==> src/rtl/abl_pkg.sv <==
package abl_pkg;

  typedef enum logic [1:0] {
    MODE_DECODE = 2'b00,  // clear_n=0, load_n=0
    MODE_CLEAR  = 2'b01,  // clear_n=0, load_n=1
    MODE_LOAD   = 2'b10,  // clear_n=1, load_n=0
    MODE_HOLD   = 2'b11   // clear_n=1, load_n=1
  } abl_mode_e;

endpackage

==> src/rtl/abl_mode_dec.sv <==
module abl_mode_dec
  import abl_pkg::*;
(
  input  logic      clear_n,
  input  logic      load_n,
  output abl_mode_e mode
);

  always_comb begin
    unique case ({clear_n, load_n})
      2'b00:   mode = MODE_DECODE;
      2'b01:   mode = MODE_CLEAR;
      2'b10:   mode = MODE_LOAD;
      default: mode = MODE_HOLD;
    endcase
  end

endmodule

==> src/rtl/abl_store.sv <==
module abl_store
  import abl_pkg::*;
#(
  parameter int SEL_W = 3,
  localparam int NBITS = 1 << SEL_W
) (
  input  logic             clk,
  input  logic             rst_n,
  input  abl_mode_e        mode,
  input  logic [SEL_W-1:0] sel,
  input  logic             din,
  output logic [NBITS-1:0] store_q
);

  logic [NBITS-1:0] store_nxt;
  logic             store_en;

  // clock enable: everything except hold mode may change storage
  assign store_en = (mode != MODE_HOLD);

  always_comb begin
    store_nxt = store_q;
    unique case (mode)
      MODE_LOAD:              store_nxt[sel] = din;
      MODE_DECODE, MODE_CLEAR: store_nxt = '0;
      default: ;
    endcase
  end

  always_ff @(posedge clk or negedge rst_n) begin
    if (!rst_n) begin
      store_q <= '0;
    end else if (store_en) begin
      store_q <= store_nxt;
    end
  end

  assert_load_writes_R3: assert property (@(posedge clk) disable iff (!rst_n)
    (mode == MODE_LOAD) |=> (store_q[$past(sel)] == $past(din)));

  assert_hold_keeps_R4: assert property (@(posedge clk) disable iff (!rst_n)
    (mode == MODE_HOLD) |=> $stable(store_q));

  assert_clear_empties_R7: assert property (@(posedge clk) disable iff (!rst_n)
    (mode == MODE_DECODE || mode == MODE_CLEAR) |=> (store_q == '0));

endmodule

==> src/rtl/abl_out_mux.sv <==
module abl_out_mux
  import abl_pkg::*;
#(
  parameter int SEL_W = 3,
  localparam int NBITS = 1 << SEL_W
) (
  input  abl_mode_e        mode,
  input  logic [SEL_W-1:0] sel,
  input  logic             din,
  input  logic [NBITS-1:0] store_q,
  output logic [NBITS-1:0] bits_o
);

  for (genvar g = 0; g < NBITS; g++) begin : g_bit
    logic hit;
    assign hit = (sel == SEL_W'(g));
    always_comb begin
      unique case (mode)
        MODE_LOAD:   bits_o[g] = hit ? din : store_q[g];
        MODE_HOLD:   bits_o[g] = store_q[g];
        MODE_DECODE: bits_o[g] = hit & din;
        default:     bits_o[g] = 1'b0;
      endcase
    end
  end

endmodule

==> src/rtl/addr_bit_latch.sv <==
module addr_bit_latch
  import abl_pkg::*;
#(
  parameter int SEL_W = 3,
  localparam int NBITS = 1 << SEL_W
) (
  input  logic             clk,
  input  logic             rst_n,
  input  logic             din,
  input  logic [SEL_W-1:0] sel,
  input  logic             load_n,
  input  logic             clear_n,
  output logic [NBITS-1:0] bits_o
);

  abl_mode_e        mode;
  logic [NBITS-1:0] store_q;

  abl_mode_dec u_dec (
    .clear_n (clear_n),
    .load_n  (load_n),
    .mode    (mode)
  );

  abl_store #(.SEL_W(SEL_W)) u_store (
    .clk     (clk),
    .rst_n   (rst_n),
    .mode    (mode),
    .sel     (sel),
    .din     (din),
    .store_q (store_q)
  );

  abl_out_mux #(.SEL_W(SEL_W)) u_mux (
    .mode    (mode),
    .sel     (sel),
    .din     (din),
    .store_q (store_q),
    .bits_o  (bits_o)
  );

  assert_clear_low_R6: assert property (@(posedge clk) disable iff (!rst_n)
    (!clear_n && load_n) |-> (bits_o == '0));

  assert_decode_onehot_R5: assert property (@(posedge clk) disable iff (!rst_n)
    (!clear_n && !load_n) |-> ($onehot0(bits_o) && ((bits_o != '0) == din)));

  assert_load_follow_R2: assert property (@(posedge clk) disable iff (!rst_n)
    (clear_n && !load_n) |-> (bits_o[sel] == din));

  assert_hold_shows_store_R4: assert property (@(posedge clk) disable iff (!rst_n)
    (clear_n && load_n) |-> (bits_o == store_q));

endmodule

==> config.mk <==
export PLATFORM = sky130hd
export DESIGN_NAME = addr_bit_latch
export DESIGN_NICKNAME = d
export VERILOG_FILES = /design/src/rtl/abl_pkg.sv /design/src/rtl/abl_mode_dec.sv /design/src/rtl/abl_store.sv /design/src/rtl/abl_out_mux.sv /design/src/rtl/addr_bit_latch.sv
export SDC_FILE = /design/constraint.sdc
export NUM_CORES = 1
export LEC_CHECK = 0
export BUFFER_PORTS_ARGS = -buffer_cell sky130_fd_sc_hd__buf_2
export CORE_AREA = 3 3 40 42
export CTS_CLUSTER_DIAMETER = 200
export DETAILED_ROUTE_END_ITERATION = 6
export DIE_AREA = 0 0 43 45
export GPL_TIMING_DRIVEN = 0
export PLACE_DENSITY = 0.71
export SLEW_MARGIN = 40
export SYNTH_ARGS = -nofsm -noshare
export SYNTH_HDL_FRONTEND = slang
export SYNTH_SLANG_ARGS = --single-unit
==> constraint.sdc <==
create_clock -name clk -period 2.4 [get_ports clk]
set_input_delay 0.72 -clock clk [delete_from_list [all_inputs] [get_ports clk]]
set_output_delay 0.72 -clock clk [all_outputs]
set_load 0.05 [all_outputs]
==> results of run 1 <==
-- logic make-up after synthesis --
| logic type | count (synthesis) |
|---|---|
| buffers and inverters | 2 |
| flip-flops | 8 |
| multiplexers | 16 |
| AND/OR/NAND/NOR | 17 |
-- cell usage after synthesis (all sizes together) --
cell,number
mux2i,16
and4bb,3
clkbuf,1
dfrtp,8
nor4b,3
nand2,9
nand4b,1
inv,1
nor4,1
-- routing by layer --
| layer | routed length, um | vias to the layer above | track usage, % |
|---|---|---|---|
| met2 | 583 | 9 | 23.05 |
| met4 | 0 | 0 | 3.614 |
| met5 | 0 | - | 0 |
| met1 | 504 | 193 | 18.09 |
| met3 | 41 | 0 | 2.789 |
| li1 | - | 206 | - |
-- critical path: stages --
cell and delay, ns:
buf_12 0.12, nor4b_4 0.38, mux2i_4 0.29, buf_6 0.18
-- power by group through the flow --
stage / clock, uW / sequential [uW] / combinational, uW
2_1_floorplan: 0 / 141 / 42.5
3_3_place_gp: 0 / 141 / 66.3
3_5_place_dp: 0 / 141 / 67.5
4_1_cts: 98.4 / 139 / 80.1
5_1_grt: 103 / 139 / 87.6
6_report: 94.4 / 139 / 82.4
-- per-stage QoR --
step,util (%),TNS (ns)
after floorplan,-,-0.09315
after global placement,52.78,-0.9927
after detailed placement,52.78,-1.054
after CTS,61.83,-0.02623
after global routing,64.17,-0.1644
final,64.17,-0.006378
-- final cells by class --
type / count / area, um2 / share of cell area (%)
Multi-Input combinational cell: 33 / 389.1 / 47.19
Clock buffer: 3 / 22.52 / 2.731
Buffer: 1 / 5.005 / 0.6070
Inverter: 1 / 3.754 / 0.4552
Timing Repair Buffer: 19 / 185.2 / 22.46
Sequential cell: 8 / 200.2 / 24.28
Tap cell: 15 / 18.77 / 2.276
-- worst min-delay path by stage --
| stage | from | end | slack [ns] | depth (start not counted) |
|---|---|---|---|---|
| after floorplan | rst_n | u_store.store_q[0]$_DFFE_PN0P_ | 0.42 | 0 |
| after global placement | u_store.store_q[1]$_DFFE_PN0P_ | u_store.store_q[1]$_DFFE_PN0P_ | 0.54 | 2 |
| after detailed placement | u_store.store_q[7]$_DFFE_PN0P_ | u_store.store_q[7]$_DFFE_PN0P_ | 0.55 | 2 |
| after CTS | rst_n | u_store.store_q[4]$_DFFE_PN0P_ | 0.31 | 1 |
| after global routing | rst_n | u_store.store_q[0]$_DFFE_PN0P_ | 0.31 | 1 |
| final | rst_n | u_store.store_q[0]$_DFFE_PN0P_ | 0.31 | 1 |
-- timing repair --
action,4_1_cts,5_1_grt
endpoints found under the setup margin,8,8
setup buffers,3,2
gates resized for setup,21,4
pin swaps,4,2
==> flow_metrics.py, run 1 <==
metrics = {
    "critical_path": {
        "crit_start": "sel[0]",
        "cp.required_ns": 1.68,
        "criticalPathCategory": "in -> out",
        "worstRegToRegCells": 2,
        "start_kind": "input pin",
        "critPathCapture": "bits_o[2]",
        "setup.worst_path.end_class": "primary output",
        "critPathArrivalTime_ns": 1.69,
        "reg2reg_to": "u_store.store_q[0]$_DFFE_PN0P_",
        "critPathMaxFanout": 8,
        "timing.rr.start": "u_store.store_q[0]$_DFFE_PN0P_",
        "reg2reg_slack_ns": 1.70,
    },
    "cells_and_area": {
        "synthToLayoutAreaGrowth_pct": 62.72,
        "finalInstanceArea_um2": 824.5,
        "antennaDiodeCount": 0,
        "regMostFlops": "u_store.store_q",
        "layout-drive-gt1-share_pct": 53.85,
        "num-fill-cells": 100,
        "top_regs": "u_store.store_q: 8 flops",
        "nets": 75,
        "layout_common_cells": "nand2_1, mux2i_1, buf_4, dfrtp_1, buf_6",
        "fin_cells": 80,
        "mostFrequentLayoutCell": "nand2_1",
        "largest_reg_flops": 8,
    },
    "timing": {
        "slew_headroom_pct": 67.77,
        "post-route-period-util_pct": 100.3,
        "setup_slack_ns": -0.006378,
        "finClkSkew_ns": 0,
        "worstMarginPinSlew_ns": 0.4829,
        "setup_violations": 1,
        "rsz0062_at_grt": "true",
        "holdWs_ns": 0.3076,
        "hold_viol": 0,
        "fin_crit_ns": 2.406,
        "maxSlewViolCount": 0,
        "fmax_mhz": 415.6,
    },
    "floorplanning": {
        "die_y_um": 45,
        "start_util_pct": 39.44,
        "core_area_mm2": 0.001285,
        "die_x_um": 43,
        "io_pins": 16,
        "die_area_mm2": 0.001935,
        "rows": 13,
    },
    "logic_synthesis": {
        "yosysWarnings": 0,
        "syn_area_um2": 506.7,
        "synthCells": 43,
        "synthXorXnorAreaFrac_pct": 0,
        "ys_ff_latch": 8,
        "synth_area_leaders": "dfrtp_1, mux2i_1, nor4b_2",
        "synthMuxAreaShare_pct": 31.60,
        "synth_compound_area_share_pct": 0,
        "synth_top_family_by_area": "multiplexers",
        "synth_top_area_cell": "dfrtp_1",
        "syn_avg_cell_area_um2": 11.78,
        "synth_top_area_share_pct": 39.51,
        "synthAdderAreaFrac_pct": 0,
        "synthDistinctLibCells": 9,
        "synth.yosys.seq_area_share_pct": 39.51,
        "syn-num-nets": 51,
        "synth-simple-area-share_pct": 27.16,
    },
    "placed_design": {
        "place_congestion": 0.6975,
        "pre_cts_ws_ns": -0.2303,
        "hpwl_um": 866.8,
        "post-place-cells": 72,
        "portBuffers": 14,
        "placed_cell_area_um2": 678.2,
    },
    "cts": {
        "holdBufCountCts": 0,
        "ctsHtreeMaxLevel": 1,
        "cts_buffer_depth": 2,
        "cts_buffers": 3,
        "clockRootBuffer": "clkbuf_4",
        "clk_latency_ns": 0.24,
        "path_clk_slew_ns": 0.05,
        "cts_tree": "yes",
        "clock-sinks": 8,
    },
    "power": {
        "p_total_uw": 315.5,
        "power_switching_uw": 84.60,
        "seq_power_share_pct": 44.0,
        "peakVddDrop_mv": 0.4051,
        "p_comb_share_pct": 26.1,
        "power_density_mw_per_mm2": 382.7,
        "internal_power_uw": 230.9,
        "power_frac_clock_pct": 29.9,
        "p_leak_uw": 0.0003727,
        "swShare_pct": 26.81,
    },
    "drt": {
        "wl_per_cell_um": 14.11,
        "final_antenna_net_count": 0,
        "wl_um": 1129,
        "drt-initial-drc-count": 3,
        "drt_pass1_iterations": 3,
        "drc": 0,
        "avgViaCountPerCell": 5.100,
        "vias": 408,
    },
    "global_route": {
        "grt_use_total_pct": 13.68,
        "grt_overflow_total": 0,
        "grt_pass1_wl_um": 1973,
        "grt_pass1_vias": 439,
        "antenna_found_initial": 0,
        "grt_max_degree": 10,
    },
    "hold_path": {
        "min_path_type": "in -> async",
    },
    "run_status": {
        "status": "complete, but fails checks",
        "violations": "setup timing",
    },
    "flow_run": {
        "maxCapViolCount": 0,
    },
}
Note: power is estimated with default switching activity, not from simulation.
==> run 2, diff against run 1 <==
Settings changed: GPL_ROUTABILITY_DRIVEN set to 0, PLACE_DENSITY 0.71 to 0.79, SYNTH_HIERARCHICAL set to 1.
==> run 2 against run 1 <==
Clock power increased by 1%. Combinational power increased by 54%. Die area unchanged. Register-to-register slack improved by 0.06 ns. Worst setup slack got worse by 0.031 ns. Critical endpoint is now bits_o[3]. Design area increased by 33%. Critical path depth unchanged. Flip-flop and latch count unchanged. The flow still finishes with violations (setup timing). Fmax decreased by 1.3%.
==> flow_metrics.py, run 2 <==
metrics = {
    "floorplanning": {
        "die_y_um": 45,
        "start_util_pct": 46.84,
        "rows": 13,
        "die_area_mm2": 0.001935,
        "core_area_mm2": 0.001285,
        "die_x_um": 43,
        "io_pins": 16,
    },
    "drt": {
        "final_antenna_net_count": 0,
        "top_layer": "met4",
        "wl_per_cell_um": 17.99,
        "wirelength_met1_um": 751,
        "wl_um": 1889,
        "drt_pass1_iterations": 4,
        "drt-initial-drc-count": 10,
        "wl_met2_um": 940,
        "met3RoutedLength_um": 121,
        "vias": 618,
        "avgViaCountPerCell": 5.886,
        "drc": 0,
    },
    "logic_synthesis": {
        "synth_top_area_cell": "dfrtp_1",
        "synthXorXnorAreaFrac_pct": 0,
        "synthArstFlopShare_pct": 100.0,
        "synth_edf_count": 0,
        "synthAdderAreaFrac_pct": 0,
        "synthDistinctLibCells": 11,
        "syn-num-nets": 70,
        "syn_avg_cell_area_um2": 9.707,
        "yosysWarnings": 6,
        "synth_top_area_share_pct": 33.26,
        "synth_compound_area_share_pct": 0,
        "synth-simple-area-share_pct": 36.80,
        "synth_top_family_by_area": "simple AND/OR/NAND/NOR gates",
        "syn_area_um2": 601.8,
        "ys_ff_latch": 8,
        "synth.yosys.seq_area_share_pct": 33.26,
        "synth_ff_type": "dfrtp_1",
        "synthMuxAreaShare_pct": 26.61,
        "synth_top_cells_by_count": "nand2_1, mux2i_1, dfrtp_1",
        "synthCells": 62,
        "yosysMostFrequentCell": "nand2_1",
        "synth_area_leaders": "dfrtp_1, mux2i_1, nand2_1",
    },
    "critical_path": {
        "crit_start": "din",
        "setup.worst_path.end_class": "primary output",
        "critPathCapture": "bits_o[3]",
        "critPathArrivalTime_ns": 1.72,
        "reg2reg_to": "u_store/store_q[2]$_DFFE_PN0P_",
        "start_kind": "input pin",
        "reg2reg_slack_ns": 1.76,
        "criticalPathCategory": "in -> out",
        "timing.rr.start": "u_store/store_q[2]$_DFFE_PN0P_",
        "worstRegToRegCells": 2,
        "critPathMaxFanout": 8,
        "cp.required_ns": 1.68,
    },
    "power": {
        "power_frac_clock_pct": 26.5,
        "power_switching_uw": 103.5,
        "internal_power_uw": 258.6,
        "swShare_pct": 28.57,
        "peakVddDrop_mv": 0.2356,
        "power_density_mw_per_mm2": 329.2,
        "p_leak_uw": 0.0004538,
        "seq_power_share_pct": 38.5,
        "p_comb_share_pct": 35.0,
    },
    "placed_design": {
        "hpwl_um": 949.7,
        "pre_cts_ws_ns": -0.2589,
        "portBuffers": 13,
    },
    "cells_and_area": {
        "regMostFlops": "u_store/store_q",
        "synthToLayoutAreaGrowth_pct": 82.74,
        "nets": 100,
        "largest_reg_flops": 8,
        "top_regs": "u_store/store_q: 8 flops",
        "layout-drive-gt1-share_pct": 51.11,
        "mostFrequentLayoutCell": "nand2_1",
        "final_util_pct": 85.59,
        "layout_common_cells": "nand2_1, buf_4, mux2i_4, mux2i_1, dfrtp_1",
        "num-fill-cells": 59,
        "antennaDiodeCount": 0,
    },
    "timing": {
        "setup_slack_ns": -0.03745,
        "worstMarginPinSlew_ns": 0.6840,
        "slew_headroom_pct": 54.35,
        "hold_viol": 0,
        "rsz0062_at_grt": "true",
        "fin_crit_ns": 2.437,
        "setup_violations": 5,
        "post-route-period-util_pct": 101.6,
        "maxSlewViolCount": 0,
        "finClkSkew_ns": 0,
        "fmax_mhz": 410.3,
    },
    "global_route": {
        "grt_use_total_pct": 16.13,
        "grt_pass1_wl_um": 2415,
        "grt_pass1_vias": 551,
        "antenna_found_initial": 0,
        "grt_overflow_total": 0,
        "grt_max_degree": 17,
    },
    "cts": {
        "clk_latency_ns": 0.25,
        "clock-sinks": 8,
        "cts_buffers": 3,
        "cts_buffer_depth": 2,
        "cts_tree": "yes",
        "ctsHtreeMaxLevel": 1,
        "path_clk_slew_ns": 0.05,
        "clockRootBuffer": "clkbuf_4",
    },
    "run_status": {
        "status": "complete, but fails checks",
        "violations": "setup timing",
    },
    "flow_run": {
        "maxCapViolCount": 0,
    },
    "hold_path": {
        "min_path_type": "in -> async",
    },
}
==> run 2: cell types whose count changed in the layout (fill, tap and decap cells not counted), moves of 2 or more <==
cell / before / now
buf_2: 2 / 4
buf_6: 6 / 4
mux2i_2: 5 / 0
buf_4: 8 / 12
nor4b_1: 0 / 3
clkbuf_16: 0 / 3
nand2_1: 9 / 17
and4bb_2: 0 / 3
mux2i_4: 3 / 8
==> run 2: cell type report <==
cell class	count	area [um2]	share of cell area, %
plain buffers	4	38.79	3.527
flip-flops and latches	8	200.2	18.20
inverters	1	3.754	0.3413
clock buffers	3	22.52	2.048
repair buffers	25	274.0	24.91
multi-input cells	49	541.8	49.26
well taps	15	18.77	1.706
==> run 2: metal layers <==
layer  up-vias  track usage [%]
met5         -                0
met3         7            1.594
li1        290                -
met2        25            29.04
met1       296            19.60
met4         0            7.229
==> run 2: power groups by stage <==
stage                     Sequential (uW)  Combinational [uW]  Clock [uW]
after floorplan                       141                62.5           0
after CTS                             139                 102         101
final                                 140                 127        95.8
after detailed placement              142                90.5           0
after global placement                142                88.7           0
after global routing                  140                 132         110
==> run 2: kinds of logic after synthesis <==
| logic type | count (synthesis) |
|---|---|
| buf+inv | 5 |
| flops | 8 |
| mux | 16 |
| simple gates | 33 |
==> run 2: how the worst min path moves through the flow <==
| stage | start | to | slack (ns) | cells past startpoint |
|---|---|---|---|---|
| after floorplan | rst_n | u_store/store_q[0]$_DFFE_PN0P_ | 0.42 | 0 |
| after global placement | u_store/store_q[5]$_DFFE_PN0P_ | u_store/store_q[5]$_DFFE_PN0P_ | 0.53 | 2 |
| after detailed placement | u_store/store_q[3]$_DFFE_PN0P_ | u_store/store_q[3]$_DFFE_PN0P_ | 0.54 | 2 |
| after CTS | rst_n | u_store/store_q[3]$_DFFE_PN0P_ | 0.30 | 1 |
| after global routing | rst_n | u_store/store_q[3]$_DFFE_PN0P_ | 0.29 | 1 |
| final | rst_n | u_store/store_q[3]$_DFFE_PN0P_ | 0.30 | 1 |
==> run 2: what timing repair did <==
action                                  in CTS  in global routing
hold buffers                                 0                  0
pin swaps                                    3                  2
endpoints found under the setup margin       8                  8
resized for setup                           17                  8
buffers inserted                             2                  7
gates cloned                                 1                  2
==> run 2: worst max-delay path: stages <==
cell and delay [ns]:
buf_2 0.11, inv_1 0.50, mux2i_4 0.15, buf_4 0.23
==> run 2: stage by stage <==
step	total power, uW	hold slack [ns]	cell area (um2)	setup TNS [ns]	instances
6_report	362.1	0.2981	1100	-0.07752	105
5_1_grt	381.6	0.2910	1100	-0.1873	105
4_1_cts	342.1	0.2954	969.7	-0.004008	96
3_5_place_dp	232.0	0.5371	867.1	-1.478	90
3_3_place_gp	230.3	0.5334	867.1	-1.284	90
2_1_floorplan	203.8	0.4244	783.3	-0.01660	62
